`config.mk`:
```
export PLATFORM = sky130hd
export DESIGN_NAME = redcmp_buffer
export DESIGN_NICKNAME = d
export VERILOG_FILES = /design/src/rtl/redcmp_pkg.sv /design/src/rtl/redcmp_set.sv /design/src/rtl/redcmp_result.sv /design/src/rtl/redcmp_buffer.sv
export SDC_FILE = /design/constraint.sdc
export NUM_CORES = 1
export LEC_CHECK = 0
export ABC_AREA = 0
export BUFFER_PORTS_ARGS = -buffer_cell sky130_fd_sc_hd__buf_2
export CAP_MARGIN = 15
export CORE_UTILIZATION = 30
export CTS_CLUSTER_SIZE = 10
export DETAILED_ROUTE_END_ITERATION = 10
export GPL_TIMING_DRIVEN = 1
export PLACE_DENSITY = 0.52
export SYNTH_ARGS = -nofsm -noshare
export SYNTH_HDL_FRONTEND = slang
export SYNTH_HIERARCHICAL = 1
export SYNTH_SLANG_ARGS = --single-unit
```
`constraint.sdc`:
```
create_clock -name clk -period 2.55 [get_ports clk]
set_input_delay 0.1275 -clock clk [delete_from_list [all_inputs] [get_ports clk]]
set_output_delay 0.1275 -clock clk [all_outputs]
set_load 0.1 [all_outputs]
```
`src/rtl/redcmp_pkg.sv`:
```
package redcmp_pkg;

   function automatic bit is_pow2(input int v);
      return (v > 0) && ((v & (v - 1)) == 0);
   endfunction

   function automatic int idx_bits(input int n);
      return (n > 1) ? $clog2(n) : 1;
   endfunction

endpackage

```
`src/rtl/redcmp_set.sv`:
```
module redcmp_set
   import redcmp_pkg::*;
#(
   parameter int WIDTH = 32,
   parameter int DEPTH = 4
) (
   input  logic             clk,
   input  logic             rst_n,
   input  logic             push_req,
   input  logic             pop_req,
   input  logic             flush,
   input  logic [WIDTH-1:0] wdata,
   output logic [WIDTH-1:0] head,
   output logic             full,
   output logic             empty
);
   localparam int PTR_W = idx_bits(DEPTH);
   localparam int CNT_W = $clog2(DEPTH + 1);

   logic [WIDTH-1:0] mem [DEPTH];
   logic [PTR_W-1:0] wr_ptr, rd_ptr, wr_nxt, rd_nxt;
   logic [CNT_W-1:0] occ;
   logic             push_ok, pop_ok;

   assign full    = (occ == CNT_W'(DEPTH));
   assign empty   = (occ == '0);
   assign pop_ok  = pop_req && !empty && !flush;
   assign push_ok = push_req && !flush && (!full || pop_ok);
   assign head    = mem[rd_ptr];

   generate
      if (DEPTH == (1 << PTR_W)) begin : g_wrap_nat
         assign wr_nxt = wr_ptr + 1'b1;
         assign rd_nxt = rd_ptr + 1'b1;
      end else begin : g_wrap_cmp
         assign wr_nxt = (wr_ptr == PTR_W'(DEPTH - 1)) ? '0 : wr_ptr + 1'b1;
         assign rd_nxt = (rd_ptr == PTR_W'(DEPTH - 1)) ? '0 : rd_ptr + 1'b1;
      end
   endgenerate

   always_ff @(posedge clk) begin
      if (push_ok) mem[wr_ptr] <= wdata;
   end

   always_ff @(posedge clk or negedge rst_n) begin
      if (!rst_n) begin
         wr_ptr <= '0;
         rd_ptr <= '0;
         occ    <= '0;
      end else if (flush) begin
         wr_ptr <= '0;
         rd_ptr <= '0;
         occ    <= '0;
      end else begin
         if (push_ok) wr_ptr <= wr_nxt;
         if (pop_ok)  rd_ptr <= rd_nxt;
         case ({push_ok, pop_ok})
            2'b10:   occ <= occ + 1'b1;
            2'b01:   occ <= occ - 1'b1;
            default: occ <= occ;
         endcase
      end
   end

endmodule

```
`src/rtl/redcmp_result.sv`:
```
module redcmp_result #(
   parameter int WIDTH  = 32,
   parameter int PAIR_W = 2
) (
   input  logic              clk,
   input  logic              rst_n,
   input  logic              cmp_req,
   input  logic [PAIR_W-1:0] cmp_pair,
   input  logic [WIDTH-1:0]  cmp_data,
   input  logic [WIDTH-1:0]  head_data,
   input  logic              head_empty,
   output logic              res_valid,
   output logic              res_match,
   output logic              res_mismatch,
   output logic              res_underflow,
   output logic [PAIR_W-1:0] res_pair
);
   logic equal;
   assign equal = (cmp_data == head_data);

   always_ff @(posedge clk or negedge rst_n) begin
      if (!rst_n) begin
         res_valid     <= 1'b0;
         res_match     <= 1'b0;
         res_mismatch  <= 1'b0;
         res_underflow <= 1'b0;
         res_pair      <= '0;
      end else begin
         res_valid     <= cmp_req;
         res_underflow <= cmp_req && head_empty;
         res_match     <= cmp_req && !head_empty && equal;
         res_mismatch  <= cmp_req && !head_empty && !equal;
         res_pair      <= cmp_req ? cmp_pair : '0;
      end
   end

endmodule

```
`src/rtl/redcmp_buffer.sv`:
```
module redcmp_buffer
   import redcmp_pkg::*;
#(
   parameter int WIDTH  = 32,
   parameter int DEPTH  = 4,
   parameter int NPAIRS = 4,
   parameter int PAIR_W = idx_bits(NPAIRS)
) (
   input  logic              clk,
   input  logic              rst_n,
   input  logic              lead_valid,
   input  logic [PAIR_W-1:0] lead_pair,
   input  logic [WIDTH-1:0]  lead_data,
   input  logic              trail_valid,
   input  logic [PAIR_W-1:0] trail_pair,
   input  logic [WIDTH-1:0]  trail_data,
   input  logic [NPAIRS-1:0] flush,
   output logic [NPAIRS-1:0] suspend,
   output logic              res_valid,
   output logic              res_match,
   output logic              res_mismatch,
   output logic              res_underflow,
   output logic [PAIR_W-1:0] res_pair
);
   generate
      if (WIDTH < 1) begin : g_bad_width
         $error("redcmp_buffer: WIDTH must be at least 1");
      end
      if (DEPTH < 2) begin : g_bad_depth
         $error("redcmp_buffer: DEPTH must be at least 2");
      end
      if (NPAIRS < 2 || !is_pow2(NPAIRS)) begin : g_bad_pairs
         $error("redcmp_buffer: NPAIRS must be a power of two, at least 2");
      end
      if (PAIR_W != idx_bits(NPAIRS)) begin : g_bad_pw
         $error("redcmp_buffer: PAIR_W must match NPAIRS");
      end
   endgenerate

   logic [WIDTH-1:0]  heads [NPAIRS];
   logic [NPAIRS-1:0] empties;
   logic [NPAIRS-1:0] fulls;
   logic [NPAIRS-1:0] push_sel, pop_sel;

   generate
      for (genvar i = 0; i < NPAIRS; i++) begin : g_set
         assign push_sel[i] = lead_valid  && (lead_pair  == PAIR_W'(i));
         assign pop_sel[i]  = trail_valid && (trail_pair == PAIR_W'(i));

         redcmp_set #(
            .WIDTH (WIDTH),
            .DEPTH (DEPTH)
         ) u_set (
            .clk      (clk),
            .rst_n    (rst_n),
            .push_req (push_sel[i]),
            .pop_req  (pop_sel[i]),
            .flush    (flush[i]),
            .wdata    (lead_data),
            .head     (heads[i]),
            .full     (fulls[i]),
            .empty    (empties[i])
         );
      end
   endgenerate

   assign suspend = fulls;

   logic sel_empty;
   assign sel_empty = empties[trail_pair] || flush[trail_pair];

   redcmp_result #(
      .WIDTH  (WIDTH),
      .PAIR_W (PAIR_W)
   ) u_result (
      .clk           (clk),
      .rst_n         (rst_n),
      .cmp_req       (trail_valid),
      .cmp_pair      (trail_pair),
      .cmp_data      (trail_data),
      .head_data     (heads[trail_pair]),
      .head_empty    (sel_empty),
      .res_valid     (res_valid),
      .res_match     (res_match),
      .res_mismatch  (res_mismatch),
      .res_underflow (res_underflow),
      .res_pair      (res_pair)
   );

endmodule

```
* Word-level counts from Yosys, hierarchy flattened
Memories as Yosys holds them, arrays and structs flattened. Index checks and enable logic that the tools add are counted.
Cells by class: reduce and logical (&&, ||, !) cells 65, eq/ne operators 19, $add $sub $neg 16, order comparisons 2, bitwise operators 1, mux-type cells 40
Operators by type and width (count):
- $bmux 32 s2 | 1
- $mux 32 | 2
- $mux 2 | 17
- $eq 32x32->1 | 1
- $logic_and 1x1->1 | 28
- $pmux 3 s2 | 4
- $add 2x1->2 const B | 8
- $eq 2x2->1 const B | 8
- $reduce_bool 2->1 | 8
- $logic_not 1->1 | 14
- $add 3x1->3 const B | 4
- $eq 2x1->1 const B | 6
- $eq 3x3->1 const B | 4
- $logic_not 3->1 | 4
- $mux 3 | 4
- $reduce_bool 3->1 | 4
- $sub 3x1->3 const B | 4
- $mux 1 | 10
- $logic_or 1x1->1 | 5
- $bmux 1 s2 | 2
- $logic_not 2->1 | 2
- $ge 3x3->1 const B | 1
- $lt 2x3->1 const B | 1
- $not 2->3 | 1
Storage, ports and cells: register bits 34, memories 4, memory bits (writable) 512, logic and storage cells 164, input port bits 76, output and inout port bits 10
Memory list:
- g_set[0].u_set.mem | words 4, width 32, rd ports 1, clocked after Yosys merged registers in 0, wr ports 1, RTL line redcmp_set.sv:20 | logic [WIDTH-1:0] mem [DEPTH];
- g_set[1].u_set.mem | words 4, width 32, rd ports 1, clocked after Yosys merged registers in 0, wr ports 1, RTL line redcmp_set.sv:20
- g_set[2].u_set.mem | words 4, width 32, rd ports 1, clocked after Yosys merged registers in 0, wr ports 1, RTL line redcmp_set.sv:20
- g_set[3].u_set.mem | words 4, width 32, rd ports 1, clocked after Yosys merged registers in 0, wr ports 1, RTL line redcmp_set.sv:20

* Longest topological paths before layout
Gate-level depths: netlist of the first run.
depth in word-level cells 9, mapped depth 10, depth with buffers taken out 8

* Modules after synthesis
Netlist of the first run, hierarchy kept.
Modules (own cells, without submodules):
- redcmp_set | seq. area each 4018.9 um^2, area an instance 5225.0 um^2, cells an instance 231, times used 4
- redcmp_buffer | seq. area each 0.0 um^2, area an instance 928.4 um^2, cells an instance 56, times used 1
- redcmp_result | seq. area each 150.1 um^2, area an instance 545.5 um^2, cells an instance 54, times used 1

* Worst setup path before layout of the first run
Ideal clock, no wire load.
path type reg2reg, start point register g_set[2].u_set.rd_ptr[0], end point register u_result.res_match, arrival time 2.396 ns, period minus slack after synthesis 2.464 ns, setup slack 0.086 ns, cell stages (with the launch flop) 9, data required time 2.482 ns, setup time 0.068 ns, cell sequence dfrtp_1 > buf_4 > buf_6 > mux4_2 > mux4_1 > xnor2_1 > nand4_1 > nor4_2 > and4b_1
RTL lines:
- from (decl) | RTL line redcmp_set.sv:21 | logic [PTR_W-1:0] wr_ptr, rd_ptr, wr_nxt, rd_nxt;
- from (signal assigned) | RTL line redcmp_set.sv:56 | if (pop_ok) rd_ptr <= rd_nxt;
- to (signal assigned) | RTL line redcmp_result.sv:31 | res_match <= cmp_req && !head_empty && equal;
- to (decl) | RTL line redcmp_result.sv:13 | output logic res_match,

==> metrics.txt, run 1 <==
status=complete, but fails checks; failing checks=design-rule violations, negative setup slack; HPWL after detailed placement=34000 um; area delta synth->final=20.6%; Worst Slack Setup Final=-0.501 ns; buffers plus inverters on the worst setup path=2; RSZ-0062 raised after global routing=yes; CP Cell Sequence=buf_12 > buf_4 > mux4_2 > mux4_2 > xnor2_1 > nand4_1 > nor4_2 > and4b_1; Die Y=275 um; Synthesized Nets=1130; register bit count reported by yosys=546; Crit. path cell count=8; CTS Sinks=546; Final Instance Count excl. Fillers=2259; top cells by area, synth=edfxtp_1 (69%), mux4_2 (16%), dfrtp_1 (3.8%), buf_6 (1.5%), xnor2_1 (1.3%); Clock Root Buffer=clkbuf_16; Reg area=16200 sq um; CP Data Required Time=3.10 ns; layout filler cell count=6733; Max FO, Critical Path=17; WHS Path Cells=5; drt pass-1 iters=8; Placed Area=24700 sq um; P_leak=8.68 nW; Worst Tran Pin Value=0.935 ns; most area-hungry cell type in the Yosys netlist=edfxtp_1; initial core utilization=0.305; Clock Latency Late Sink=0.64 ns; yosys warns=6; commonest non-fill, non-tap cell in the layout=edfxtp_1; commonest cells after routing, fill and taps aside=edfxtp_1 (512), mux4_2 (158), buf_2 (84); r2r endpoint=u_result/res_match$_DFF_PN0_; Switch Pwr=0.00390 W; critical path capture point type=flop; final worst-path cycle share=1.20; first-pass GRT wire length=82900 um; Comb pwr share=0.049; routed vias/inst=4.89; Remaining Overflow, GRT=0; crit path max-delay cell type=mux4_2; syn avg cell area=21.6 sq um; clock skew=0.0221 ns; clock buffer count from CTS=61; Final #Nets=1366; vias=11039; crit path kind=flop to flop; Reg power frac=0.535; Period minus WS final=3.05 ns; Setup crit start kind=flop; flop2flop setup slack=-0.50 ns; FP Rows=99; most used cell, CP=mux4_2; worst slack at placement=-0.659 ns; mux cell area share after synthesis=0.165; Max-cap violations=0; Die Area=75700 sq um; Max Slew Vio Count=0; drt first-iter violations=846; multi-input logic area=5600 sq um; H-Tree Depth=2; Port-buffer cells=85; synthesized area=22400 sq um; Final Hold Vio Count=0; CTS clk-pin slew, worst paths=0.06 ns; Mapped Cells=1034; Total Neg Setup Slack=-0.944 ns; Max Root-Sink Buffers=3; CP arrival=3.60 ns; setup violators final=2; pwr dens=685 nW/um^2; global-route usage over all layers=0.154; final wirelength=57500 um; Synth Area in Adders=0.0125; Core Util, Final=0.368; Internal Power=0.0146 W; slowest stage delay, CP=0.53 ns; VDD IR max=544 uV; Post-Place Cells=2110; share of layout cells above drive strength 1=0.358; design area=27000 sq um; clock power share=0.415; upper clock frequency limit=328 MHz; Yosys top cell area share=0.687; Net Sw Frac=0.211; CP startpoint=g_set[0].u_set/rd_ptr[0]$_DFFE_PN0P_; Placeable Area=73300 sq um; top_reg_cell synth=edfxtp_1; CP top delay family=multiplexers; Die W=275 um; worst r2r src=g_set[0].u_set/rd_ptr[0]$_DFFE_PN0P_; pin count of the biggest net entering global routing=35; sequential share of the synthesized area=0.725; GP Congestion=0.732; Synth Area in Compound Gates=0.0174; Async S/R FF share, synth=0.0623; post-synthesis simple-gate area fraction=0.0338; CTS tree=yes; largest family of logic cells by synthesized area=multiplexers; EDFF count, synth=512; Routed Antenna Nets=0; DR DRC count=12; vias in the first global route=11752; Worst slew margin=0.376; initial antenna violation count=3; post-synthesis xor/xnor area fraction=0.0188; Hold Crit Class=input pin to flop; Worst setup endpoint=u_result/res_match$_DFF_PN0_; worst r2r path cells=8; post-synth cell types=47; WL per Instance=25.4 um; Boundary Pins=86
## power groups by stage
stage	clock, W	sequential (W)	combinational [W]
after floorplan	0	0.0101	0.000403
after global placement	0	0.0101	0.000835
after detailed placement	0	0.0101	0.000847
after CTS	0.00786	0.00989	0.000924
after global routing	0.00820	0.00989	0.000979
final	0.00767	0.00989	0.000912
## cells in the mapped netlist (3+ instances only)
cell type  number
and3_1          5
inv_1          17
nor2_1         17
mux4_1          3
edfxtp_1      512
buf_2          16
nor3_1         12
xor2_1         16
o21bai_1        4
mux2_2          4
dfrtp_1        34
xnor2_1        32
a31oi_1         4
or2_2           4
buf_6          29
o22ai_1         4
mux4_2        158
and2_1         23
nand2b_4        4
o21ai_0        16
o221ai_1        4
or3_1           4
or4_1           4
nand2_1         5
nor2_2          4
clkbuf_1        8
o31ai_1         4
nand3_1         4
a21oi_1        13
nand4_1         8
nand3b_1        4
buf_4           8
a221oi_1        4
nor4b_4         4
or2_1           4
o311ai_0        4
ha_1           16
fa_1            4
o21a_1          4
## timing repair
item                       in CTS  in global routing
cloned                          0                  0
hold buffers                   45                  1
resized for setup               8                  1
hold endpoints to repair      580                  1
setup endpoints to repair       2                  2
pin swaps                       5                  4
buffers inserted                8                  3
## through the flow
| stage | total power (W) | hold slack [ns] |
|---|---|---|
| floorplan | 0.0105 | -0.168 |
| global placement | 0.0109 | 0.325 |
| detailed placement | 0.0109 | 0.335 |
| CTS | 0.0187 | 0.0142 |
| global route | 0.0191 | 0.0188 |
| finish | 0.0185 | 0.0546 |
## routing by layer
| metal | vias up | GRT usage | routed length [um] |
|---|---|---|---|
| met5 | - | 0 | 27 |
| met4 | 4 | 0.0366 | 1050 |
| met3 | 84 | 0.0276 | 2660 |
| met2 | 250 | 0.253 | 28100 |
| met1 | 5969 | 0.212 | 25600 |
| li1 | 4732 | - | - |
## cell type report
| class | count | area share |
|---|---|---|
| clock inverter | 8 | 0.00209 |
| multi-input combinational | 406 | 0.207 |
| sequential | 546 | 0.602 |
| tap | 959 | 0.0445 |
| timing repair buffer | 237 | 0.0820 |
| antenna | 2 | 0.000185 |
| inverter | 18 | 0.00250 |
| clock buffer | 83 | 0.0596 |
## tightest hold or removal path, stage by stage
cell and delay, ns:
buf_2 0.12, xnor2_1 0.07, nand4_1 0.12, nor4_2 0.06
a21oi_1 0.13
## kinds of logic after synthesis
group | count (synthesis)
AOI/OAI and AO/OA | 61
xor gates and xnor gates | 48
adders and majority gates | 20
buffers and inverters | 82
DFF | 546
muxes | 165
and+or+nand+nor | 112
## sequential cells by signal (all words and copies together) (netlist names)
signal and cells:
g_set.u_set/mem 512, g_set.u_set/occ 12, g_set.u_set/rd_ptr 8, g_set.u_set/wr_ptr 8, u_result/res_pair 2, u_result/res_match 1
u_result/res_mismatch 1, u_result/res_underflow 1, u_result/res_valid 1
## how the worst min path moves through the flow
stage / start / to / slack [ns]
finish: trail_data[14] / u_result/res_mismatch$_DFF_PN0_ / 0.05
global route: trail_data[14] / u_result/res_mismatch$_DFF_PN0_ / 0.02
CTS: trail_data[11] / u_result/res_mismatch$_DFF_PN0_ / 0.01
global placement: rst_n / u_result/res_valid$_DFF_PN0_ / 0.33
detailed placement: rst_n / g_set[2].u_set/occ[2]$_DFFE_PN0P_ / 0.33
floorplan: rst_n / g_set[0].u_set/occ[0]$_DFFE_PN0P_ / -0.17
No activity file was read; power rests on OpenSTA's default activity.
==> run 2: changes to the inputs <==
--- a/config.mk
+++ b/config.mk
@@ -15,5 +15,4 @@
 export PLACE_DENSITY = 0.52
 export SYNTH_ARGS = -nofsm -noshare
 export SYNTH_HDL_FRONTEND = slang
-export SYNTH_HIERARCHICAL = 1
 export SYNTH_SLANG_ARGS = --single-unit
==> run 2 against run 1 <==
  * The run ends with negative setup slack left
  * Synthesized cell count is 16% higher
  * Clock power is 6.9% higher
  * Non-clock buffer count is 23 higher
  * Count of clock-buffer cells in the layout is 3 lower
==> metrics.txt, run 2 <==
Routed Antenna Nets=0; buffers plus inverters on the worst setup path=2; Total Neg Setup Slack=-0.431 ns; sequential share of the synthesized area=0.737; initial antenna violation count=3; Worst Slack Setup Final=-0.254 ns; CTS tree=yes; commonest cells after routing, fill and taps aside=edfxtp_1 (512), mux2i_1 (139), buf_4 (88); post-synth cell types=58; register bit count reported by yosys=546; H-Tree Depth=3; Pwr Total=0.0196 W; VDD IR max=427 uV; commonest non-fill, non-tap cell in the layout=edfxtp_1; WL per Instance=24.1 um; Clock Root Buffer=clkbuf_16; drt pass-1 iters=5; layout filler cell count=6585; HPWL after detailed placement=35500 um; clock buffer count from CTS=66; slowest stage delay, CP=0.53 ns; Reg power frac=0.509; Synthesized Nets=1293; Regs by FF count=g_set.u_set.mem (512), g_set.u_set.occ (12); Yosys top cell area share=0.699; vias=12163; Internal Power=0.0153 W; Final Hold Vio Count=0; Port-buffer cells=85; Worst Tran Pin Value=0.989 ns; CTS Sinks=546; Remaining Overflow, GRT=0; Max Root-Sink Buffers=3; CP Data Required Time=3.08 ns; Hold Crit Class=input pin to flop; Period minus WS final=2.80 ns; worst slack at placement=-0.379 ns; Die Y=273 um; status=complete, but fails checks; Max-cap violations=0; GP Congestion=0.779; CP Cell Sequence=buf_12 > buf_12 > mux4_2 > a22o_1 > nor3_2 > xor2_1 > nand4_1 > nor4_4 > and4b_1; largest register by flop count=g_set.u_set.mem; top cells by area, synth=edfxtp_1 (70%), mux2i_1 (6.3%), mux4_2 (4.8%), dfrtp_1 (3.9%), o22ai_1 (2.0%); pin count of the biggest net entering global routing=35; critical path capture point type=flop; share of layout cells above drive strength 1=0.270; top post-synthesis cells by count=edfxtp_1 (512), mux2i_1 (139), o22ai_1 (70); Setup crit start kind=flop; Max FO, Critical Path=6; drt first-iter violations=825; Final #Nets=1558; clock power share=0.418; clock skew=0.0275 ns; pwr dens=721 nW/um^2; final worst-path cycle share=1.10; initial core utilization=0.306; most area-hungry cell type in the Yosys netlist=edfxtp_1; Max Slew Vio Count=0; CP arrival=3.33 ns; Mapped Cells=1197; setup violators final=2; Net Sw Frac=0.222; vias in the first global route=12536; P_leak=8.90 nW; Worst slew margin=0.339; area delta synth->final=23.7%; RSZ-0062 raised after global routing=yes; Clock Latency Late Sink=0.60 ns; Comb pwr share=0.073; Switch Pwr=0.00435 W; Async S/R FF share, synth=0.0623; Die Area=74400 sq um; upper clock frequency limit=357 MHz; synthesized area=22000 sq um; final wirelength=58600 um; FP Rows=98; crit path max-delay cell type=mux4_2; syn avg cell area=18.4 sq um; count leader, synth=edfxtp_1; Boundary Pins=86; EDFF count, synth=512; global-route usage over all layers=0.160; CTS clk-pin slew, worst paths=0.06 ns; DR DRC count=0; most used cell, CP=buf_12; first-pass GRT wire length=85300 um; yosys warns=0; crit path kind=flop to flop; Placeable Area=72000 sq um; routed vias/inst=5.00; Largest register FFs=512; failing checks=negative setup slack; Die W=273 um; CP top delay family=simple AND/OR/NAND/NOR gates; top_reg_cell synth=edfxtp_1
==> run 2: changes by cell type in the layout (fill, tap and decap cells not counted), sizes merged, moves of 13 or more <==
cell and delta:
a22o +26, nor2 +13, o22ai +66, mux4 -105
nor3 +21, xnor2 -17, buf +29, mux2i +139
==> run 2: what timing repair did <==
action | in CTS | in global routing
endpoints found under the setup margin | 2 | 2
pin swaps | 9 | 7
hold endpoints to repair | 578 | 0
hold buffers | 38 | 0
setup buffers | 6 | 9
resized for setup | 8 | 7
gates cloned | 2 | 0
==> run 2: final timing paths <==
check	from	endpoint	slack, ns	depth (start not counted)
setup / recovery	g_set[2].u_set.rd_ptr[0]$_DFFE_PN0P_	u_result.res_match$_DFF_PN0_	-0.25	9
setup reg to reg	g_set[2].u_set.rd_ptr[0]$_DFFE_PN0P_	u_result.res_match$_DFF_PN0_	-0.25	9
max in group asynchronous	rst_n	g_set[0].u_set.rd_ptr[0]$_DFFE_PN0P_	1.65	2
hold reg to reg	g_set[0].u_set.occ[1]$_DFFE_PN0P_	g_set[0].u_set.occ[1]$_DFFE_PN0P_	0.53	2
min in group asynchronous	rst_n	g_set[3].u_set.occ[0]$_DFFE_PN0P_	0.21	2
hold / removal	trail_data[27]	u_result.res_mismatch$_DFF_PN0_	0.07	5
==> run 2: worst register-to-register path, delay by kind of cell, from the launching register on <==
family,cells,cell delay [ns]
compound gates,1,0.24
xor+xnor,1,0.22
buf+inv,2,0.27
flops,1,0.41
mux,1,0.53
simple gates,4,1.06
==> run 2: area by class of cell <==
class | instances | area [sq um] | area share
Sequential cell | 546 | 16200 | 0.597
Tap cell | 950 | 1190 | 0.0437
Multi-Input combinational cell | 567 | 5420 | 0.199
Clock inverter | 10 | 93.8 | 0.00345
Antenna cell | 1 | 2.50 | 0.0000920
Inverter | 21 | 78.8 | 0.00290
Clock buffer | 80 | 1730 | 0.0634
Timing Repair Buffer | 260 | 2460 | 0.0905
==> run 2: metrics by stage <==
step           hold slack (ns)  instance area (sq um)  std cells   util
2_1_floorplan           -0.168                  22000       1197      -
3_3_place_gp             0.290                  24700       2289  0.344
3_5_place_dp             0.309                  24700       2289  0.344
4_1_cts                 0.0281                  27100       2425  0.377
5_1_grt                 0.0599                  27200       2434  0.378
6_report                0.0667                  27200       2435  0.378
==> run 2: metal layers <==
layer,global-route usage,part of all wire,vias up,wire [um]
met3,0.0289,0.057,96,3350
li1,-,-,5345,-
met1,0.222,0.45,6345,26500
met5,0,0.00036,-,21
met2,0.250,0.46,373,27200
met4,0.0557,0.026,4,1540
==> run 2: kinds of logic after synthesis <==
kind of cell / Yosys count / share of synthesized area
AOI/OAI and AO/OA: 147 / 0.0472
xor gates and xnor gates: 34 / 0.0135
adders and majority gates: 20 / 0.0127
buffers and inverters: 84 / 0.0205
DFF: 546 / 0.737
muxes: 204 / 0.127
and+or+nand+nor: 162 / 0.0421
==> run 2: power groups by stage <==
stage,logic (W),clock network [W],registers (W)
floorplan,0.000709,0,0.0102
global placement,0.00130,0,0.0101
detailed placement,0.00132,0,0.0102
CTS,0.00143,0.00841,0.00997
global route,0.00154,0.00874,0.00998
finish,0.00143,0.00820,0.00998
